[src/rtl/sarPkg.sv]
package sarPkg;
  localparam int RES_BITS  = 10;
  localparam int IDX_W     = $clog2(RES_BITS);
  localparam int CHAN_BITS = 2;
  localparam int BYTE_W    = 8;
  localparam int ADDR_W    = 2;

  // control register bit positions (software-visible layout)
  localparam int CH_LO     = 4;
  localparam int EOC_BIT   = 3;
  localparam int START_BIT = 0;

  // register addresses
  localparam logic [ADDR_W-1:0] ADR_CTRL = 2'd0;
  localparam logic [ADDR_W-1:0] ADR_HIGH = 2'd1;
  localparam logic [ADDR_W-1:0] ADR_LOW  = 2'd2;

  typedef struct packed {
    logic             load;    // begin conversion: load midpoint, latch channel
    logic             step;    // settle elapsed: resolve current bit
    logic             finish;  // last bit resolved: store result
    logic [IDX_W-1:0] bitIdx;  // bit currently under trial
  } sarStrobeT;
endpackage

[src/rtl/sarCtrl.sv]
module sarCtrl
  import sarPkg::*;
#(
  parameter int RES_W  = RES_BITS,
  parameter int SETTLE = 4
) (
  input  logic      clk,
  input  logic      rstN,
  input  logic      startReq,
  output sarStrobeT strb,
  output logic      busy
);
  localparam int CNT_W = $clog2(SETTLE + 1);
  localparam logic [CNT_W-1:0] CNT_LAST = CNT_W'(SETTLE - 1);

  typedef enum logic {ST_IDLE, ST_CONV} stateT;

  stateT            state;
  logic [CNT_W-1:0] settleCnt;
  logic [IDX_W-1:0] idx;

  always_ff @(posedge clk or negedge rstN) begin
    if (!rstN) begin
      state     <= ST_IDLE;
      settleCnt <= '0;
      idx       <= '0;
    end else begin
      case (state)
        ST_IDLE: begin
          if (startReq) begin
            state     <= ST_CONV;
            settleCnt <= '0;
            idx       <= IDX_W'(RES_W - 1);
          end
        end
        default: begin
          if (settleCnt == CNT_LAST) begin
            settleCnt <= '0;
            if (idx == '0) state <= ST_IDLE;
            else           idx   <= idx - IDX_W'(1);
          end else begin
            settleCnt <= settleCnt + CNT_W'(1);
          end
        end
      endcase
    end
  end

  always_comb begin
    strb.load   = (state == ST_IDLE) && startReq;
    strb.step   = (state == ST_CONV) && (settleCnt == CNT_LAST);
    strb.finish = strb.step && (idx == '0);
    strb.bitIdx = idx;
    busy        = (state == ST_CONV);
  end
endmodule

[src/rtl/sarDatapath.sv]
module sarDatapath
  import sarPkg::*;
#(
  parameter int RES_W = RES_BITS,
  parameter int CH_W  = CHAN_BITS,
  parameter int REG_W = BYTE_W
) (
  input  logic              clk,
  input  logic              rstN,
  input  sarStrobeT         strb,
  input  logic              busy,
  input  logic              compIn,
  input  logic [ADDR_W-1:0] regAddr,
  input  logic              regWrEn,
  input  logic [REG_W-1:0]  regWrData,
  output logic [REG_W-1:0]  regRdData,
  output logic              startReq,
  output logic [RES_W-1:0]  dacCode,
  output logic [CH_W-1:0]   muxSel
);
  localparam int LOW_W = RES_W - REG_W;
  localparam logic [RES_W-1:0] MID_CODE = RES_W'(1) << (RES_W - 1);

  logic [CH_W-1:0]  chanReg;
  logic [CH_W-1:0]  convChan;
  logic             eocFlag;
  logic [RES_W-1:0] trial;
  logic [RES_W-1:0] result;
  logic [RES_W-1:0] nextTrial;
  logic             ctrlWr;
  logic             startAcc;

  assign ctrlWr   = regWrEn && (regAddr == ADR_CTRL);
  assign startAcc = ctrlWr && regWrData[START_BIT] && !busy && !startReq;

  always_comb begin
    nextTrial = trial;
    nextTrial[strb.bitIdx] = compIn;
    if (strb.bitIdx != '0) nextTrial[strb.bitIdx - IDX_W'(1)] = 1'b1;
  end

  always_ff @(posedge clk or negedge rstN) begin
    if (!rstN) begin
      chanReg  <= '0;
      convChan <= '0;
      eocFlag  <= 1'b0;
      startReq <= 1'b0;
      trial    <= '0;
      result   <= '0;
    end else begin
      if (ctrlWr) chanReg <= regWrData[CH_LO +: CH_W];
      if (strb.load) begin
        startReq <= 1'b0;
        trial    <= MID_CODE;
        convChan <= chanReg;
      end else if (startAcc) begin
        startReq <= 1'b1;
        eocFlag  <= 1'b0;
      end
      if (strb.step) trial <= nextTrial;
      if (strb.finish) begin
        result  <= nextTrial;
        eocFlag <= 1'b1;
      end
    end
  end

  always_comb begin
    regRdData = '0;
    case (regAddr)
      ADR_CTRL: begin
        regRdData[CH_LO +: CH_W] = chanReg;
        regRdData[EOC_BIT]       = eocFlag;
        regRdData[START_BIT]     = startReq;
      end
      ADR_HIGH: regRdData = result[RES_W-1 -: REG_W];
      ADR_LOW:  regRdData = {result[LOW_W-1:0], {(REG_W-LOW_W){1'b0}}};
      default:  regRdData = '0;
    endcase
  end

  assign dacCode = trial;
  assign muxSel  = convChan;
endmodule

[src/rtl/sarAdcSeq.sv]
module sarAdcSeq
  import sarPkg::*;
#(
  parameter int RES_W  = RES_BITS,
  parameter int CH_W   = CHAN_BITS,
  parameter int REG_W  = BYTE_W,
  parameter int SETTLE = 4
) (
  input  logic              clk,
  input  logic              rstN,
  input  logic [ADDR_W-1:0] regAddr,
  input  logic              regWrEn,
  input  logic [REG_W-1:0]  regWrData,
  output logic [REG_W-1:0]  regRdData,
  input  logic              compIn,
  output logic [CH_W-1:0]   muxSel,
  output logic [RES_W-1:0]  dacCode,
  output logic              busy
);
  sarStrobeT strb;
  logic      startReq;

  sarCtrl #(.RES_W(RES_W), .SETTLE(SETTLE)) ctrl_i (
    .clk(clk), .rstN(rstN), .startReq(startReq), .strb(strb), .busy(busy)
  );

  sarDatapath #(.RES_W(RES_W), .CH_W(CH_W), .REG_W(REG_W)) dp_i (
    .clk(clk), .rstN(rstN), .strb(strb), .busy(busy), .compIn(compIn),
    .regAddr(regAddr), .regWrEn(regWrEn), .regWrData(regWrData),
    .regRdData(regRdData), .startReq(startReq), .dacCode(dacCode),
    .muxSel(muxSel)
  );
endmodule

[config.mk]
export PLATFORM = sky130hd
export DESIGN_NAME = sarAdcSeq
export DESIGN_NICKNAME = d
export VERILOG_FILES = /design/src/rtl/sarPkg.sv /design/src/rtl/sarCtrl.sv /design/src/rtl/sarDatapath.sv /design/src/rtl/sarAdcSeq.sv
export SDC_FILE = /design/constraint.sdc
export NUM_CORES = 1
export LEC_CHECK = 0
export BUFFER_PORTS_ARGS = -buffer_cell sky130_fd_sc_hd__buf_2
export CORE_MARGIN = 1
export CORE_UTILIZATION = 50
export CTS_BUF_LIST = sky130_fd_sc_hd__clkbuf_4 sky130_fd_sc_hd__clkbuf_8
export DETAILED_ROUTE_END_ITERATION = 6
export PLACE_DENSITY = 0.75
export SLEW_MARGIN = 15
export SYNTH_ARGS = -nofsm -noshare
export SYNTH_HDL_FRONTEND = slang
export SYNTH_HIERARCHICAL = 1
export SYNTH_SLANG_ARGS = --single-unit
[constraint.sdc]
create_clock -name clk -period 2.53 [get_ports clk]
set_input_delay 0.253 -clock clk [delete_from_list [all_inputs] [get_ports clk]]
set_output_delay 0.253 -clock clk [all_outputs]
set_load 0.03 [all_outputs]
[Word level (Yosys, flattened, before mapping)]
Cells that the tools add are included.
Word-level totals
  output and inout port bits: 21
  bits in registers: 34
  logic and storage cells: 71
  input port bits: 14
Operators by class
  equality and inequality tests: 6
  $lt $le $gt $ge: 4
  add/sub/neg operators: 2
  bitwise gates (word level): 2
  multiplexer cells: 28
  reduce and logical (&&, ||, !) cells: 20
Operator list (number)
  10-bit 2-to-1 mux: 3
  4-bit 2-to-1 mux: 4
  1-bit 2-to-1 mux: 11
  10-bit bitwise mux: 1
  4-bit by 5-bit < comparator with 1-bit output, second input constant: 2
  10-bit OR: 1
  1-bit logical AND: 9
  3-bit 2-to-1 mux: 3
  1-bit demux with 4-bit select: 2
  4-bit by 1-bit >= comparator with 1-bit output, second input constant: 2
  2-bit nonzero test: 4
  2-bit != test, second input constant: 3
  3-bit one-hot mux with 2 select lines: 1
  4-bit zero test: 1
  2-bit one-hot mux with 2 select lines: 1
  4-bit nonzero test: 1
  4-bit by 1-bit subtractor with 4-bit output, second input constant: 1
  3-bit by 1-bit adder with 3-bit output, second input constant: 1
  3-bit by 2-bit == test with 1-bit output, second input constant: 1
  3-bit AND reduction: 1
  2-bit by 1-bit == test with 1-bit output, second input constant: 1
  2-bit == test, second input constant: 1
  1-bit zero test: 2
  2-bit zero test: 1
  other kinds (4): 4

[Depth between registers and ports, before layout]
  depth in word-level cells: 8
  mapped depth: 9
  depth with buffers taken out: 7

[Hierarchy]
The synthesis kept the hierarchy.
By module, submodules not included
  sarDatapath: times used 1, area each 1448.9 µm², cells an instance 138, sequential area each 650.6 µm²
  sarCtrl: times used 1, area each 404.1 µm², cells an instance 40, sequential area each 200.2 µm²

[Least setup slack after synthesis]
OpenSTA, ideal clock, no wires.
  path type: reg-to-reg
  start: register ctrl_i.idx[1]
  end: register dp_i.result[5]
  library setup time: 0.095 ns
  path buffers: 2
  data arrival time: 1.913 ns
  cell stages (with the launch flop): 9
  path slack: 0.521 ns
  clock period less this slack: 2.009 ns
  data required time: 2.435 ns
  path through: dfrtp_1 -> inv_1 -> ha_1 -> or3b_1 -> buf_2 -> nor3_2 -> clkbuf_1 -> inv_1 -> o31ai_1
RTL lines
  from (decl): RTL line sarCtrl.sv:20  | logic [IDX_W-1:0] idx;
  from (signal assigned): RTL line sarCtrl.sv:33  | idx <= IDX_W'(RES_W - 1);
  from (signal assigned): RTL line sarCtrl.sv:40  | else idx <= idx - IDX_W'(1);
  to (signal assigned): RTL line sarDatapath.sv:62  | result <= nextTrial;
  to (decl): RTL line sarDatapath.sv:28  | logic [RES_W-1:0] result;

==> summary.txt <==
GRT
  – Global routing met2 resource utilization: 41.40%
  – Top Usage Layer GRT: met2
  – Via count of the first global-routing pass: 1604
  – M1 GR Usage: 29.53%
  – Wire length of the first global-routing pass: 7.500 mm
  – Met3 capacity usage during global routing: 5.109%
  – Total overflow reported by the global router: 0
  – All-Layer GR Usage: 24.35%
  – Largest net degree at the start of global routing: 35
  – Initial antenna violation count: 0

Power and ir drop
  – Power share of the combinational group: 41.4%
  – Switching power total: 0.8470 mW
  – Portion of total power attributed to sequential cells: 35.5%
  – Switching share of total power: 38.68%
  – Clock network fraction of design power: 23.0%
  – Cell internal pwr: 1.343 mW
  – Reported leakage power: 1.043 nW
  – Power density of the placed cells: 1014 nW/um2
  – Maximum ir drop on the vdd rail: 0.5475 mV

Clocking
  – Cell at the root of the clock tree: clkbuf_8
  – Clock net sink count: 34
  – Clk_lat worst skew: 0.28 ns
  – CTS buffer count: 5
  – Count of H-tree levels built during CTS: 2
  – Setup Buffers After CTS: 0
  – CTS tree: done
  – Cells resized by post-CTS repair: 0
  – Buffers from clock root to sink, at most: 2
  – Clock Pin Slew Worst Setup and Hold Paths: 0.07 ns
  – CTS Hold Buffers Added: 0

Placement
  – Input/output buffers: 29
  – Final HPWL DP: 3.094 mm
  – Placement Cell Area: 2047 um2
  – Pre-CTS WS: 0.3524 ns
  – Weighted congestion at the end of routability-driven global placement: 0.7815

Yosys
  – Synth Area in Adders: 3.376%
  – Flip-flop cell with the highest count after synthesis: dfrtp_1
  – Xor/xnor cell area share of the yosys netlist: 0%
  – Number of enable-type register cells in the synthesized netlist: 0
  – Synthesized flop and latch total: 34
  – Combinational family with the most area after synthesis: simple AND/OR/NAND/NOR gates
  – Unique cell type count in the Yosys netlist: 46
  – Number of cells produced by synthesis: 178
  – Synthesis warning total: 6
  – Multiplexer fraction of the synthesized cell area: 9.993%
  – Area of the mapped netlist: 1853 um2
  – Synthesized netlist net count: 197
  – Area fraction in and, or, nand and nor cells after synthesis: 18.77%
  – Synth Area in Compound Gates: 16.81%
  – Post-Syn Area per Cell: 10.41 um2
  – Async S/R FF share, synth: 100.0%
  – Sequential cell area fraction in the yosys report: 45.91%

STA
  – Actual transition at the worst max-transition pin: 0.7737 ns
  – Setup_tns: 0 ns
  – Final setup skew: 0.006712 ns
  – Number of setup violations in the final report: 0
  – Maximum frequency from static timing analysis: 456.7 MHz
  – Final Critical Period: 2.189 ns
  – Max-slew violation total from the final report: 0
  – RSZ-0062 raised after global routing: false
  – Share of the cycle needed by the critical path after routing: 86.54%
  – Slew Limit Headroom: 48.42%
  – Worst Slack Setup Final: 0.3405 ns
  – Final Hold Violating Endpoints: 0

Cells and area
  – Area added between synthesis and finish: 16.54%
  – Antenna cell count: 0
  – Finished Cell Area: 2160 um2
  – Layout Nets: 229
  – Fraction of layout cells with a size suffix above 1: 31.90%

Die
  – Initial standard-cell utilization of the core: 53.83%
  – Horiz. Die Dim: 62.88 um
  – Die H: 62.88 um
  – Overall die area: 3953 um2
  – Total I/O pin count: 35
  – Site Rows: 21
  – Core box area: 3442 um2

Setup path
  – CP Data Arrival Time: 2.38 ns
  – Cell at the slowest stage of the critical path: or3b_1
  – Delay contributed by the slowest stage of the critical path: 0.46 ns
  – Worst Setup Path Type: reg -> reg
  – Cell seen most often among critical-path stages: inv_1
  – Critical path capture point type: flop
  – Crit path required time: 2.72 ns
  – Ordered cell list for the critical path: inv_1, ha_1, or3b_1, nor3_2, inv_1, o31ai_1
  – Type of element launching the critical path: flop
  – Maximum fanout encountered on the critical timing path: 8

Outcome
  – Status: completed

Routing
  – Detailed-route wire length: 4.384 mm
  – Vias per cell: 5.930
  – Pre-antenna DRT Iters: 4
  – Total via count in the routed design: 1518
  – Post-route DRC violation count: 0
  – Drt first-iter violations: 95
  – Wire length per cell after detailed routing: 17.13 um
  – Detail Route Antenna Nets: 0

Min path
  – Hold/Removal Path Class: in -> async

Flow run
  – Number of violations of the max-capacitance limit: 0
[logic make-up after synthesis]
group | Yosys count
DFF | 34
and+or+nand+nor | 57
AOI/OAI and AO/OA | 44
buffers and inverters | 21
muxes | 17
adders and majority gates | 5
[layout by cell type (no fill, tap or decap), types with 2 or more instances in the layout]
cell type  instances
inv_1             11
mux2i_1            5
nor3b_1            4
buf_2             29
or2_2              4
a21o_1             3
buf_4              6
a22o_1             5
ha_1               5
a21oi_1            3
nand2b_1           3
and3_1             4
o31ai_1            4
nand2_1           15
nor2_1             5
o211ai_1           4
o32ai_1            2
nor2b_1            2
mux2_2            12
clkbuf_8           6
o21ai_0            9
nand3b_1           2
nor3_1             3
a31oi_1            5
and2_1             2
dfrtp_1           34
nand3_1            3
a22oi_1            2
[stage by stage]
stage	std cells	hold slack (ns)	utilization [%]	total power [mW]
after floorplan	178	-0.04259	-	1.436
after global placement	249	0.3564	59.47	1.628
after detailed placement	249	0.3768	59.47	1.688
after CTS	256	0.07164	62.74	2.193
after global routing	256	0.09095	62.74	2.314
final	256	0.04558	62.74	2.190
[cell type report]
class	count	area, um2
Clock inverter	1	30.03
Timing Repair Buffer	35	190.2
Inverter	11	41.29
Multi-Input combinational cell	123	907.1
Clock buffer	6	82.58
Fill cell	278	1282
Sequential cell	34	850.8
Tap cell	46	57.56
[critical path, delay by kind of cell, from the launching register on]
| family | cells | cell delay [ns] |
|---|---|---|
| simple gates | 2 | 0.91 |
| flops | 1 | 0.39 |
| buf+inv | 2 | 0.32 |
| fa+ha+maj | 1 | 0.15 |
| compound gates | 1 | 0.31 |
[cells in the mapped netlist (all sizes together), types with 3 or more instances]
library cell / n / area (um2)
dfrtp: 34 / 850.8
nand2b: 3 / 18.77
mux2i: 5 / 50.05
buf: 6 / 38.79
and2: 3 / 20.02
nand2: 15 / 56.30
nor2: 5 / 18.77
a22o: 5 / 43.79
o31ai: 4 / 30.03
o211ai: 4 / 30.03
inv: 11 / 41.29
clkbuf: 4 / 15.01
mux2: 12 / 135.1
ha: 5 / 62.56
nand3: 3 / 15.01
nor3b: 4 / 30.03
or2: 4 / 25.02
nor3: 4 / 25.02
and3: 5 / 32.53
a21oi: 4 / 23.77
o21ai: 10 / 53.80
a21o: 3 / 22.52
a31oi: 5 / 31.28
[path summary, 6_finish.rpt]
path / cells after the start / startpoint / to / slack (ns)
hold reg to reg: 1 / dp_i/muxSel[0] / dp_i/muxSel[0] / 0.51
setup / recovery: 6 / ctrl_i/idx[0] / dp_i/result[9] / 0.34
hold / removal: 1 / rstN / dp_i/result[5] / 0.05
min in group clk: 2 / regWrData[5] / dp_i/chanReg[1] / 0.20
max in group asynchronous: 1 / rstN / ctrl_i/idx[0] / 1.99
setup reg to reg: 6 / ctrl_i/idx[0] / dp_i/result[9] / 0.34
[layer usage]
layer,vias to the layer above,share of wire [%]
li1,706,-
met1,763,43
met2,41,52
met3,8,3.6
met4,0,1.6
met5,-,0
[power groups by stage]
stage                     Sequential [mW]  Combinational (mW)  Clock, mW
final                               0.778               0.908      0.504
after global routing                0.794               0.988      0.532
after CTS                           0.779               0.903      0.511
after detailed placement            0.788               0.900          0
after global placement              0.771               0.857          0
after floorplan                     0.906               0.530          0
[state kept, by name (all words and copies together) (netlist names)]
signal            cells
ctrl_i/busy           1
ctrl_i/idx            4
ctrl_i/settleCnt      3
dp_i/chanReg          2
dp_i/dacCode         10
dp_i/eocFlag          1
dp_i/muxSel           2
dp_i/result          10
dp_i/startReq         1
Power figures use the tool's default switching activity.
